`src/rtl/iopt_pkg.sv`:
```
package iopt_pkg;

    localparam int ENT_W    = 64;
    localparam int IDX_W    = 9;
    localparam int PAGE_SH  = 12;
    localparam int LVL_W    = 3;
    localparam int PERM_LO  = 61;
    localparam int LVL_LO   = 9;
    localparam logic [ENT_W-1:0] BASE_MASK = 64'h000F_FFFF_FFFF_F000;

    typedef enum logic [2:0] {
        FK_NONE        = 3'd0,
        FK_XLATE_OFF   = 3'd1,
        FK_NOT_PRESENT = 3'd2,
        FK_PERM        = 3'd3,
        FK_BAD_LEVEL   = 3'd4,
        FK_HW_ERR      = 3'd5
    } fault_kind_e;

    typedef enum logic [1:0] {
        OP_RD    = 2'd0,
        OP_WR    = 2'd1,
        OP_XLATE = 2'd2,
        OP_OTHER = 2'd3
    } op_e;

    typedef struct packed {
        fault_kind_e kind;
        logic        present;
        logic        denied;
    } verdict_t;

    function automatic logic [1:0] ent_perm(input logic [ENT_W-1:0] e);
        return e[PERM_LO+1:PERM_LO];
    endfunction

    function automatic logic [LVL_W-1:0] ent_lvl(input logic [ENT_W-1:0] e);
        return e[LVL_LO+LVL_W-1:LVL_LO];
    endfunction

    function automatic logic [5:0] lvl_shift(input logic [LVL_W-1:0] lvl);
        if (lvl == '0) return 6'd0;
        return 6'(PAGE_SH + IDX_W * (int'(lvl) - 1));
    endfunction

    function automatic logic [ENT_W-1:0] entry_addr(input logic [ENT_W-1:0] tbl,
                                                    input logic [ENT_W-1:0] iova,
                                                    input logic [LVL_W-1:0] lvl);
        logic [ENT_W-1:0] idx;
        idx = (iova >> lvl_shift(lvl)) & ENT_W'((1 << IDX_W) - 1);
        return (tbl & BASE_MASK) + (idx << 3);
    endfunction

    function automatic logic [ENT_W-1:0] leaf_spa(input logic [ENT_W-1:0] ent,
                                                  input logic [ENT_W-1:0] iova,
                                                  input logic [LVL_W-1:0] lvl);
        logic [ENT_W-1:0] low;
        low = (ENT_W'(1) << lvl_shift(lvl)) - ENT_W'(1);
        return ((ent & BASE_MASK) & ~low) | (iova & low);
    endfunction

endpackage

```
`src/rtl/iopt_root_check.sv`:
```
module iopt_root_check
    import iopt_pkg::*;
#(
    parameter int MAX_LVL = 6
) (
    input  logic [ENT_W-1:0] root,
    input  logic [1:0]       acc,
    output verdict_t         verdict,
    output logic             pass,
    output logic             walk
);
    logic [LVL_W-1:0] mode;
    logic             perm_ok;
    logic             unused_root;

    assign mode        = ent_lvl(root);
    assign perm_ok     = (acc & ent_perm(root)) == acc;
    assign unused_root = ^{root[ENT_W-1], root[PERM_LO-1:LVL_LO+LVL_W], root[LVL_LO-1:2], root[0]};

    always_comb begin
        verdict = '{kind: FK_NONE, present: 1'b0, denied: 1'b0};
        pass    = 1'b0;
        walk    = 1'b0;
        if (!root[1]) begin
            verdict.kind = FK_XLATE_OFF;
        end else if (mode == '0) begin
            if (perm_ok) pass = 1'b1;
            else verdict = '{kind: FK_PERM, present: 1'b1, denied: 1'b1};
        end else if (mode > LVL_W'(MAX_LVL)) begin
            verdict = '{kind: FK_BAD_LEVEL, present: 1'b1, denied: 1'b0};
        end else if (!perm_ok) begin
            verdict = '{kind: FK_PERM, present: 1'b1, denied: 1'b1};
        end else begin
            walk = 1'b1;
        end
    end
endmodule

```
`src/rtl/iopt_entry_check.sv`:
```
module iopt_entry_check
    import iopt_pkg::*;
#(
    parameter int MAX_LVL = 6
) (
    input  logic [ENT_W-1:0] ent,
    input  logic             err,
    input  logic [1:0]       acc,
    input  logic [LVL_W-1:0] cur_lvl,
    output verdict_t         verdict,
    output logic             leaf,
    output logic             descend
);
    logic [LVL_W-1:0] nl;
    logic             unused_ent;

    assign nl         = ent_lvl(ent);
    assign unused_ent = ^{ent[ENT_W-1], ent[PERM_LO-1:LVL_LO+LVL_W], ent[LVL_LO-1:1]};

    always_comb begin
        verdict = '{kind: FK_NONE, present: 1'b0, denied: 1'b0};
        leaf    = 1'b0;
        descend = 1'b0;
        if (err) begin
            verdict.kind = FK_HW_ERR;
        end else if (!ent[0]) begin
            verdict.kind = FK_NOT_PRESENT;
        end else if ((acc & ent_perm(ent)) != acc) begin
            verdict = '{kind: FK_PERM, present: 1'b1, denied: 1'b1};
        end else if (nl == '0 || nl == '1) begin
            leaf = 1'b1;
        end else if (nl > LVL_W'(MAX_LVL) || nl >= cur_lvl) begin
            verdict = '{kind: FK_BAD_LEVEL, present: 1'b1, denied: 1'b0};
        end else begin
            descend = 1'b1;
        end
    end
endmodule

```
`src/rtl/iopt_walker.sv`:
```
module iopt_walker
    import iopt_pkg::*;
#(
    parameter int MAX_LVL = 6,
    parameter int DEV_W   = 16,
    parameter int DOM_W   = 16
) (
    input  logic             clk,
    input  logic             rst,
    input  logic             req_valid,
    output logic             req_ready,
    input  logic [DEV_W-1:0] req_dev_id,
    input  logic [DOM_W-1:0] req_dom_id,
    input  logic [63:0]      req_iova,
    input  logic [1:0]       req_acc,
    input  logic [1:0]       req_op,
    input  logic [63:0]      req_root,
    output logic             mem_req_valid,
    input  logic             mem_req_ready,
    output logic [63:0]      mem_req_addr,
    input  logic             mem_rsp_valid,
    input  logic [63:0]      mem_rsp_data,
    input  logic             mem_rsp_err,
    output logic             done,
    output logic             res_ok,
    output logic [63:0]      res_spa,
    output logic [1:0]       res_perm,
    output logic [2:0]       flt_kind,
    output logic             flt_present,
    output logic             flt_denied,
    output logic [63:0]      flt_addr,
    output logic [DEV_W-1:0] flt_dev_id,
    output logic [DOM_W-1:0] flt_dom_id,
    output logic             flt_write,
    output logic             flt_xlate
);
    typedef enum logic [1:0] {S_IDLE, S_ROOT, S_ISSUE, S_WAIT} state_e;

    state_e           state;
    logic [DEV_W-1:0] dev_q;
    logic [DOM_W-1:0] dom_q;
    logic [63:0]      iova_q;
    logic [1:0]       acc_q;
    op_e              op_q;
    logic [63:0]      root_q;
    logic [63:0]      tbl_q;
    logic [LVL_W-1:0] lvl_q;
    logic [1:0]       perm_q;
    fault_kind_e      kind_q;

    verdict_t         root_v, ent_v;
    logic             root_pass, root_walk, ent_leaf, ent_descend;

    iopt_root_check #(.MAX_LVL(MAX_LVL)) root_chk_i (
        .root(root_q), .acc(acc_q), .verdict(root_v), .pass(root_pass), .walk(root_walk)
    );

    iopt_entry_check #(.MAX_LVL(MAX_LVL)) ent_chk_i (
        .ent(mem_rsp_data), .err(mem_rsp_err), .acc(acc_q), .cur_lvl(lvl_q),
        .verdict(ent_v), .leaf(ent_leaf), .descend(ent_descend)
    );

    assign req_ready     = (state == S_IDLE);
    assign mem_req_valid = (state == S_ISSUE);
    assign mem_req_addr  = entry_addr(tbl_q, iova_q, lvl_q);
    assign flt_kind      = kind_q;
    assign flt_dev_id    = dev_q;
    assign flt_dom_id    = dom_q;
    assign flt_write     = (op_q == OP_WR);
    assign flt_xlate     = (op_q == OP_XLATE);

    always_ff @(posedge clk) begin
        if (rst) begin
            state       <= S_IDLE;
            dev_q       <= '0;
            dom_q       <= '0;
            iova_q      <= '0;
            acc_q       <= '0;
            op_q        <= OP_RD;
            root_q      <= '0;
            tbl_q       <= '0;
            lvl_q       <= '0;
            perm_q      <= '0;
            kind_q      <= FK_NONE;
            done        <= 1'b0;
            res_ok      <= 1'b0;
            res_spa     <= '0;
            res_perm    <= '0;
            flt_present <= 1'b0;
            flt_denied  <= 1'b0;
            flt_addr    <= '0;
        end else begin
            done <= 1'b0;
            case (state)
                S_IDLE: if (req_valid) begin
                    dev_q       <= req_dev_id;
                    dom_q       <= req_dom_id;
                    iova_q      <= req_iova;
                    acc_q       <= req_acc;
                    op_q        <= op_e'(req_op);
                    root_q      <= req_root;
                    kind_q      <= FK_NONE;
                    res_ok      <= 1'b0;
                    res_spa     <= '0;
                    res_perm    <= '0;
                    flt_present <= 1'b0;
                    flt_denied  <= 1'b0;
                    flt_addr    <= '0;
                    state       <= S_ROOT;
                end
                S_ROOT: begin
                    if (root_walk) begin
                        tbl_q  <= root_q;
                        lvl_q  <= ent_lvl(root_q);
                        perm_q <= ent_perm(root_q);
                        state  <= S_ISSUE;
                    end else begin
                        done  <= 1'b1;
                        state <= S_IDLE;
                        if (root_pass) begin
                            res_ok   <= 1'b1;
                            res_spa  <= iova_q;
                            res_perm <= ent_perm(root_q);
                        end else begin
                            kind_q      <= root_v.kind;
                            flt_present <= root_v.present;
                            flt_denied  <= root_v.denied;
                            flt_addr    <= iova_q;
                        end
                    end
                end
                S_ISSUE: if (mem_req_ready) state <= S_WAIT;
                S_WAIT: if (mem_rsp_valid) begin
                    if (ent_descend) begin
                        tbl_q  <= mem_rsp_data;
                        lvl_q  <= ent_lvl(mem_rsp_data);
                        perm_q <= perm_q & ent_perm(mem_rsp_data);
                        state  <= S_ISSUE;
                    end else begin
                        done  <= 1'b1;
                        state <= S_IDLE;
                        if (ent_leaf) begin
                            res_ok   <= 1'b1;
                            res_spa  <= leaf_spa(mem_rsp_data, iova_q, lvl_q);
                            res_perm <= perm_q & ent_perm(mem_rsp_data);
                        end else begin
                            kind_q      <= ent_v.kind;
                            flt_present <= ent_v.present;
                            flt_denied  <= ent_v.denied;
                            flt_addr    <= (ent_v.kind == FK_HW_ERR) ? mem_req_addr : iova_q;
                        end
                    end
                end
                default: state <= S_IDLE;
            endcase
        end
    end
endmodule

```
`config.mk`:
```
export PLATFORM = sky130hd
export DESIGN_NAME = iopt_walker
export DESIGN_NICKNAME = d
export VERILOG_FILES = /design/src/rtl/iopt_pkg.sv /design/src/rtl/iopt_root_check.sv /design/src/rtl/iopt_entry_check.sv /design/src/rtl/iopt_walker.sv
export SDC_FILE = /design/constraint.sdc
export NUM_CORES = 1
export LEC_CHECK = 0
export ABC_CLOCK_PERIOD_IN_PS = 8000
export BUFFER_PORTS_ARGS = -buffer_cell sky130_fd_sc_hd__buf_4
export CAP_MARGIN = 25
export CORE_ASPECT_RATIO = 0.9
export CORE_MARGIN = 2
export CORE_UTILIZATION = 57
export CTS_CLUSTER_DIAMETER = 30
export DETAILED_ROUTE_END_ITERATION = 6
export PLACE_DENSITY = 0.86
export SLEW_MARGIN = 10
export SYNTH_ARGS = -nofsm -noshare
export SYNTH_HDL_FRONTEND = slang
export SYNTH_SLANG_ARGS = --single-unit
```
`constraint.sdc`:
```
create_clock -name clk -period 8 [get_ports clk]
set_clock_uncertainty 0.15 [all_clocks]
set_input_delay 1.2 -clock clk [delete_from_list [all_inputs] [get_ports clk]]
set_output_delay 1.2 -clock clk [all_outputs]
set_load 0.01 [all_outputs]
```
* Yosys cells after proc, flatten, opt, wreduce, memory -nomap -nowiden *
Cells that the tools add are included.

cells by class
  add/subtract/negate cells = 4
  multipliers = 1
  divide/modulo/power cells = 0
  order comparisons = 3
  eq/ne operators = 20
  shifts and indexed selects = 2
  muxes and demuxes = 110
  bitwise gates (word level) = 7
  reductions and logical operators = 13

operators with widths
  operator                                            count
  2-to-1 mux 64 bit                                   12
  case mux 64 bit (3 select lines)                    2
  2-to-1 mux 52 bit                                   3
  case mux 52 bit (2 select lines)                    1
  AND 52 x 64 -> 64 bit                               1
  AND 64 bit                                          1
  inverter 64 bit                                     1
  OR 64 bit                                           1
  << shifter 1 x 6 -> 64 bit, first input constant    1
  right shift 64 x 6 -> 9 bit                         1
  subtractor 64 x 2 -> 64 bit, second input constant  1
  adder 52 x 12 -> 53 bit                             1
  2-to-1 mux 6 bit                                    8
  2-to-1 mux 1 bit                                    40
  2-to-1 mux 3 bit                                    12
  2-to-1 mux 2 bit                                    17
  2-to-1 mux 5 bit                                    5
  AND reduction 7 bit                                 2
  != test 2 bit, second input constant                6
  != test 2 x 1 -> 1 bit, second input constant       5
  logical NOT 3 bit                                   3
  case mux 1 bit (3 select lines)                     3
  case mux 3 bit (3 select lines)                     1
  case mux 2 bit (4 select lines)                     1
  other kinds (23)                                    31

word-level totals
  register bits = 359
  bits in latches = 0
  memory bits (writable) = 0
  memory bits (read-only) = 0
  output and inout bits = 237
  word-level logic and storage cells = 178
  memories = 0

* Depth between registers and ports, before layout *
  depth after elaboration = 26
  depth in mapped cells = 25
  gate-level depth less buffers = 20

* By module *
A second synthesis with hierarchy kept.

unflattened totals
  cell total of the unflattened synthesis = 2501
  area total of the unflattened synthesis = 19376.1 µm²

modules (own cells, without submodules)
  module            instances  cells an instance  area each (µm²)  seq. area each (µm²)
  iopt_walker       1          2460               19072.0          6966.7
  iopt_entry_check  1          27                 201.4            0.0
  iopt_root_check   1          14                 102.6            0.0

* Worst setup path before layout *
No wires, ideal clock.

  path type = reg-to-output
  start = register tbl_q[9] (netlist name)
  end = output mem_req_addr[8]
  data arrival time = 4177 ps
  required time = 6650 ps
  setup slack = 2473 ps
  cell stages (with the launch flop) = 19
  cells stage by stage = dfxtp_1 buf_2 inv_2 ha_1 buf_2 inv_1 ha_1 inv_1 fa_1 clkbuf_1 clkbuf_1 inv_1 nand2_1 buf_2 mux4_2 nand2_1 o311ai_0 o211ai_1 a21boi_0

RTL lines
  item       line               RTL
  to (decl)  iopt_walker.sv:20  output logic [63:0] mem_req_addr,

==> impl_metrics.prom <==
# TYPE chip_impl_metric gauge
chip_impl_info{name="run_status",value="finished, final reports clean"} 1
chip_impl_metric{name="htree_levels",unit=""} 2
chip_impl_metric{name="post_cts_hold_buffer_count",unit=""} 0
chip_impl_metric{name="nets",unit=""} 3019
chip_impl_info{name="worst_hold_path_type",value="reg2reg"} 1
chip_impl_metric{name="die_w",unit="µm"} 194
chip_impl_info{name="crit_type",value="reg2out"} 1
chip_impl_metric{name="synth_top_area_share",unit="%"} 35.6
chip_impl_metric{name="portion_of_the_clock_cycle_consumed_by_the_worst_path_in_the_final_layout",unit="%"} 90.8
chip_impl_metric{name="design.core.area",unit="mm²"} 0.0320
chip_impl_metric{name="post_synthesis_cell_area",unit="mm²"} 0.0185
chip_impl_metric{name="synthToLayoutAreaGrowth",unit="%"} 28.7
chip_impl_info{name="tritoncts",value="done"} 1
chip_impl_metric{name="max_slew.worst_pin.slew",unit="ns"} 1.10
chip_impl_metric{name="pin_count_of_the_biggest_net_entering_global_routing",unit=""} 107
chip_impl_metric{name="die_area",unit="mm²"} 0.0340
chip_impl_metric{name="cp_data_required_time",unit="ns"} 6.65
chip_impl_metric{name="grt_util_all_layers",unit="%"} 46.3
chip_impl_metric{name="avgRoutedWirePerCell",unit="µm"} 25.6
chip_impl_metric{name="p_leak",unit="nW"} 9.40
chip_impl_metric{name="yosysSeqAreaShare",unit="%"} 35.6
chip_impl_metric{name="design.portCount",unit=""} 471
chip_impl_metric{name="routed_wl",unit="µm"} 82800
chip_impl_info{name="synth_most_common_cell",value="nand2_1"} 1
chip_impl_metric{name="max_cap_viols",unit=""} 0
chip_impl_info{name="setup.worst_path.end_class",value="primary output"} 1
chip_impl_metric{name="grt-ovfl-total",unit=""} 0
chip_impl_metric{name="buffer_ports.inserted",unit=""} 419
chip_impl_metric{name="slew-limit-headroom",unit="%"} 26.4
chip_impl_metric{name="routed_via_density",unit=""} 6.64
chip_impl_metric{name="final_hold_viol_count",unit=""} 0
chip_impl_metric{name="insertion_delay",unit="ns"} 0.62
chip_impl_metric{name="finalWeightedCongestion",unit=""} 1.05
chip_impl_metric{name="worst_path_largest_cell_delay",unit="ns"} 0.70
chip_impl_metric{name="synth_seq_cells",unit=""} 330
chip_impl_metric{name="synthesis.yosys.warnings",unit=""} 0
chip_impl_metric{name="setup_tns",unit="ns"} 0
chip_impl_metric{name="total_via_count_in_the_routed_design",unit=""} 21500
chip_impl_metric{name="path_clk_slew",unit="ns"} 0.05
chip_impl_info{name="critPathSlowestCell",value="dfxtp_1"} 1
chip_impl_metric{name="post-route-drc-count",unit=""} 0
chip_impl_info{name="synth_commonest_cells",value="714 x nand2_1, 330 x dfxtp_1, 260 x a21oi_1"} 1
chip_impl_metric{name="post-layout-total-power",unit="mW"} 4.95
chip_impl_metric{name="synthDistinctLibCells",unit=""} 86
chip_impl_metric{name="postCtsSetupBuffers",unit=""} 0
chip_impl_metric{name="clkSinkCount",unit=""} 330
chip_impl_metric{name="initial_core_util",unit="%"} 58.0
chip_impl_info{name="clock_tree.root_cell",value="clkbuf_16"} 1
chip_impl_info{name="timing.critical_path.from_type",value="flop"} 1
chip_impl_metric{name="syn-instance-count",unit=""} 2454
chip_impl_metric{name="postSynth.asyncResetShare",unit="%"} 0
chip_impl_metric{name="cts_repair_resize_count",unit=""} 0
chip_impl_metric{name="drive_gt1_share",unit="%"} 25.1
chip_impl_info{name="worstPathCellList",value="inv_2, ha_1, xor2_1, inv_1, ha_1, fa_1, buf_4, nor2_2, buf_4, nand2_1, a31oi_1, nand2_1, a31o_2, o211a_1, a21oi_1, buf_4"} 1
chip_impl_metric{name="cts-buffers-inserted",unit=""} 57
chip_impl_metric{name="vdd_drop_max",unit="V"} 0.000215
chip_impl_metric{name="arrival_time_of_data_at_the_critical_path_endpoint",unit="ns"} 5.91
chip_impl_metric{name="fillers",unit=""} 2230
chip_impl_info{name="grt_setup_unrepaired",value="no"} 1
chip_impl_metric{name="floorplan.die.height",unit="µm"} 175
chip_impl_metric{name="final_period_minus_worst_setup_slack",unit="ns"} 7.26
chip_impl_metric{name="number_of_enable_flip_flop_cells_after_synthesis",unit=""} 0
chip_impl_info{name="cpMostUsedCell",value="buf_4"} 1
chip_impl_metric{name="post-dp-hpwl",unit="µm"} 56600
chip_impl_info{name="synthDominantAreaCellType",value="dfxtp_1"} 1
chip_impl_metric{name="critical_path_peak_fanout",unit=""} 25
chip_impl_metric{name="rows",unit=""} 62
chip_impl_metric{name="grt_pass1_vias",unit=""} 20200
chip_impl_metric{name="syn_area_per_cell",unit="µm²"} 7.55
chip_impl_info{name="primary_ff_master_synth",value="dfxtp_1"} 1
chip_impl_metric{name="detailedRoute.firstIterationViolations",unit=""} 3034
chip_impl_metric{name="setup-violations-final",unit=""} 0
chip_impl_metric{name="drt_first_pass_iters",unit=""} 6
chip_impl_metric{name="antenna_left",unit=""} 0
chip_impl_metric{name="power_density",unit="mW/mm²"} 208
chip_impl_info{name="synth.area.top_cells",value="dfxtp_1 36%, nand2_1 14%, a21oi_1 7.0%"} 1
chip_impl_metric{name="grt_pass1_wl",unit="µm"} 121000
chip_impl_metric{name="timing.fmax",unit="GHz"} 0.138
chip_impl_metric{name="ctsLongestPathBuffers",unit=""} 3
chip_impl_metric{name="initial_antenna_violation_count",unit=""} 2
chip_impl_metric{name="slew_viol_final",unit=""} 0
-- report_power, final --
group	leakage (nW)	internal, mW	switching (mW)
logic	5.75	0.234	0.367
registers	2.69	1.70	0.0891
clock network	0.963	1.56	1.00
total	9.40	3.50	1.46
-- metrics by stage --
step	hold WS (ns)	area [µm²]	cells	util [%]	setup slack [ns]
floorplan	0.287	18600	2468	-	2.47
finish	0.301	23900	3239	74.6	0.739
CTS	0.302	23800	3236	74.5	0.909
global route	0.318	23900	3238	74.6	0.622
detailed placement	0.293	21800	3130	68.2	1.57
global placement	0.288	21800	3130	68.2	1.63
-- routing by layer --
layer,vias up,track usage [%],share of wire (%)
li1,9231,-,-
met1,10100,59.3,36
met2,1763,70.9,44
met3,352,12.6,14
met4,2,25.4,6.2
met5,-,0,0.011
-- flip-flops by register name (all words and copies together), names as in the netlist --
signal and count:
flt_addr 64, iova_q 64, res_spa 64, root_q 46, tbl_q 43, flt_dev_id 16
flt_dom_id 16, flt_kind 3, acc_q 2, op_q 2, perm_q 2, res_perm 2
state 2, done 1, flt_denied 1, flt_present 1, res_ok 1
-- kinds of logic (layout without fill, tap and decap cells) --
group / count (synthesis) / count (layout) / share of synthesized area (%)
compound gates: 549 / 549 / 18.1
xor+xnor: 33 / 33 / 1.72
fa+ha+maj: 11 / 11 / 0.783
buf+inv: 245 / 598 / 5.53
flops: 330 / 330 / 35.6
mux: 165 / 165 / 12.1
other cells: 1 / 17 / 0.0202
simple gates: 1120 / 1120 / 26.1
-- final timing paths --
path                                  start              end  slack (ns)  cells past startpoint
worst max-delay path               tbl_q[9]  mem_req_addr[9]        0.74                     16
worst min-delay path            res_spa[13]      res_spa[13]        0.30                      2
worst max register to register     tbl_q[9]      res_spa[42]        1.53                     21
worst min register to register  res_spa[13]      res_spa[13]        0.30                      2
-- cell type report --
class                   instances  area, µm²  area share, %
inverters                      19       71.3          0.299
diodes                          2       5.00         0.0210
multi-input cells            1893      11000           46.2
clock inverters                46        572           2.40
well taps                     416        520           2.18
flip-flops and latches        330       6610           27.7
clock buffers                  60       1460           6.11
repair buffers                473       3590           15.0
-- worst max-delay path, delay by kind of cell (launching register included) --
kind / cells / cell delay, ns
adder cells (fa/ha/maj): 3 / 1.16
buffers and inverters: 5 / 1.13
AO/OA/AOI/OAI: 4 / 1.10
AND/OR/NAND/NOR: 3 / 0.83
flip-flops: 1 / 0.70
XOR/XNOR: 1 / 0.38
-- placed cells by master, fill, tap and decap left out, types with 6 or more instances in the layout --
cell type / synthesis / final
a211oi_1: 21 / 21
a21oi_1: 260 / 260
a22oi_1: 7 / 7
a311oi_1: 55 / 55
a31oi_1: 28 / 27
and3_1: 27 / 27
buf_4: 21 / 470
bufinv_16: 0 / 6
clkbuf_16: 0 / 57
clkinv_4: 0 / 7
clkinvlp_4: 0 / 9
conb_1: 1 / 15
dfxtp_1: 330 / 328
ha_1: 10 / 10
inv_1: 17 / 17
inv_6: 0 / 15
mux2_2: 47 / 47
mux2i_1: 75 / 75
mux4_2: 42 / 42
nand2_1: 714 / 711
nand2b_1: 16 / 16
nand3_1: 124 / 124
nand4_1: 24 / 24
nor2_1: 118 / 113
nor2b_1: 13 / 13
nor3_1: 25 / 25
nor3b_1: 10 / 10
o211ai_1: 20 / 20
o21ai_0: 75 / 75
o21ai_1: 9 / 8
o22ai_1: 11 / 11
or3_1: 7 / 7
xnor2_1: 18 / 18
xor2_1: 12 / 12
Note: power is estimated with default switching activity, not from simulation.
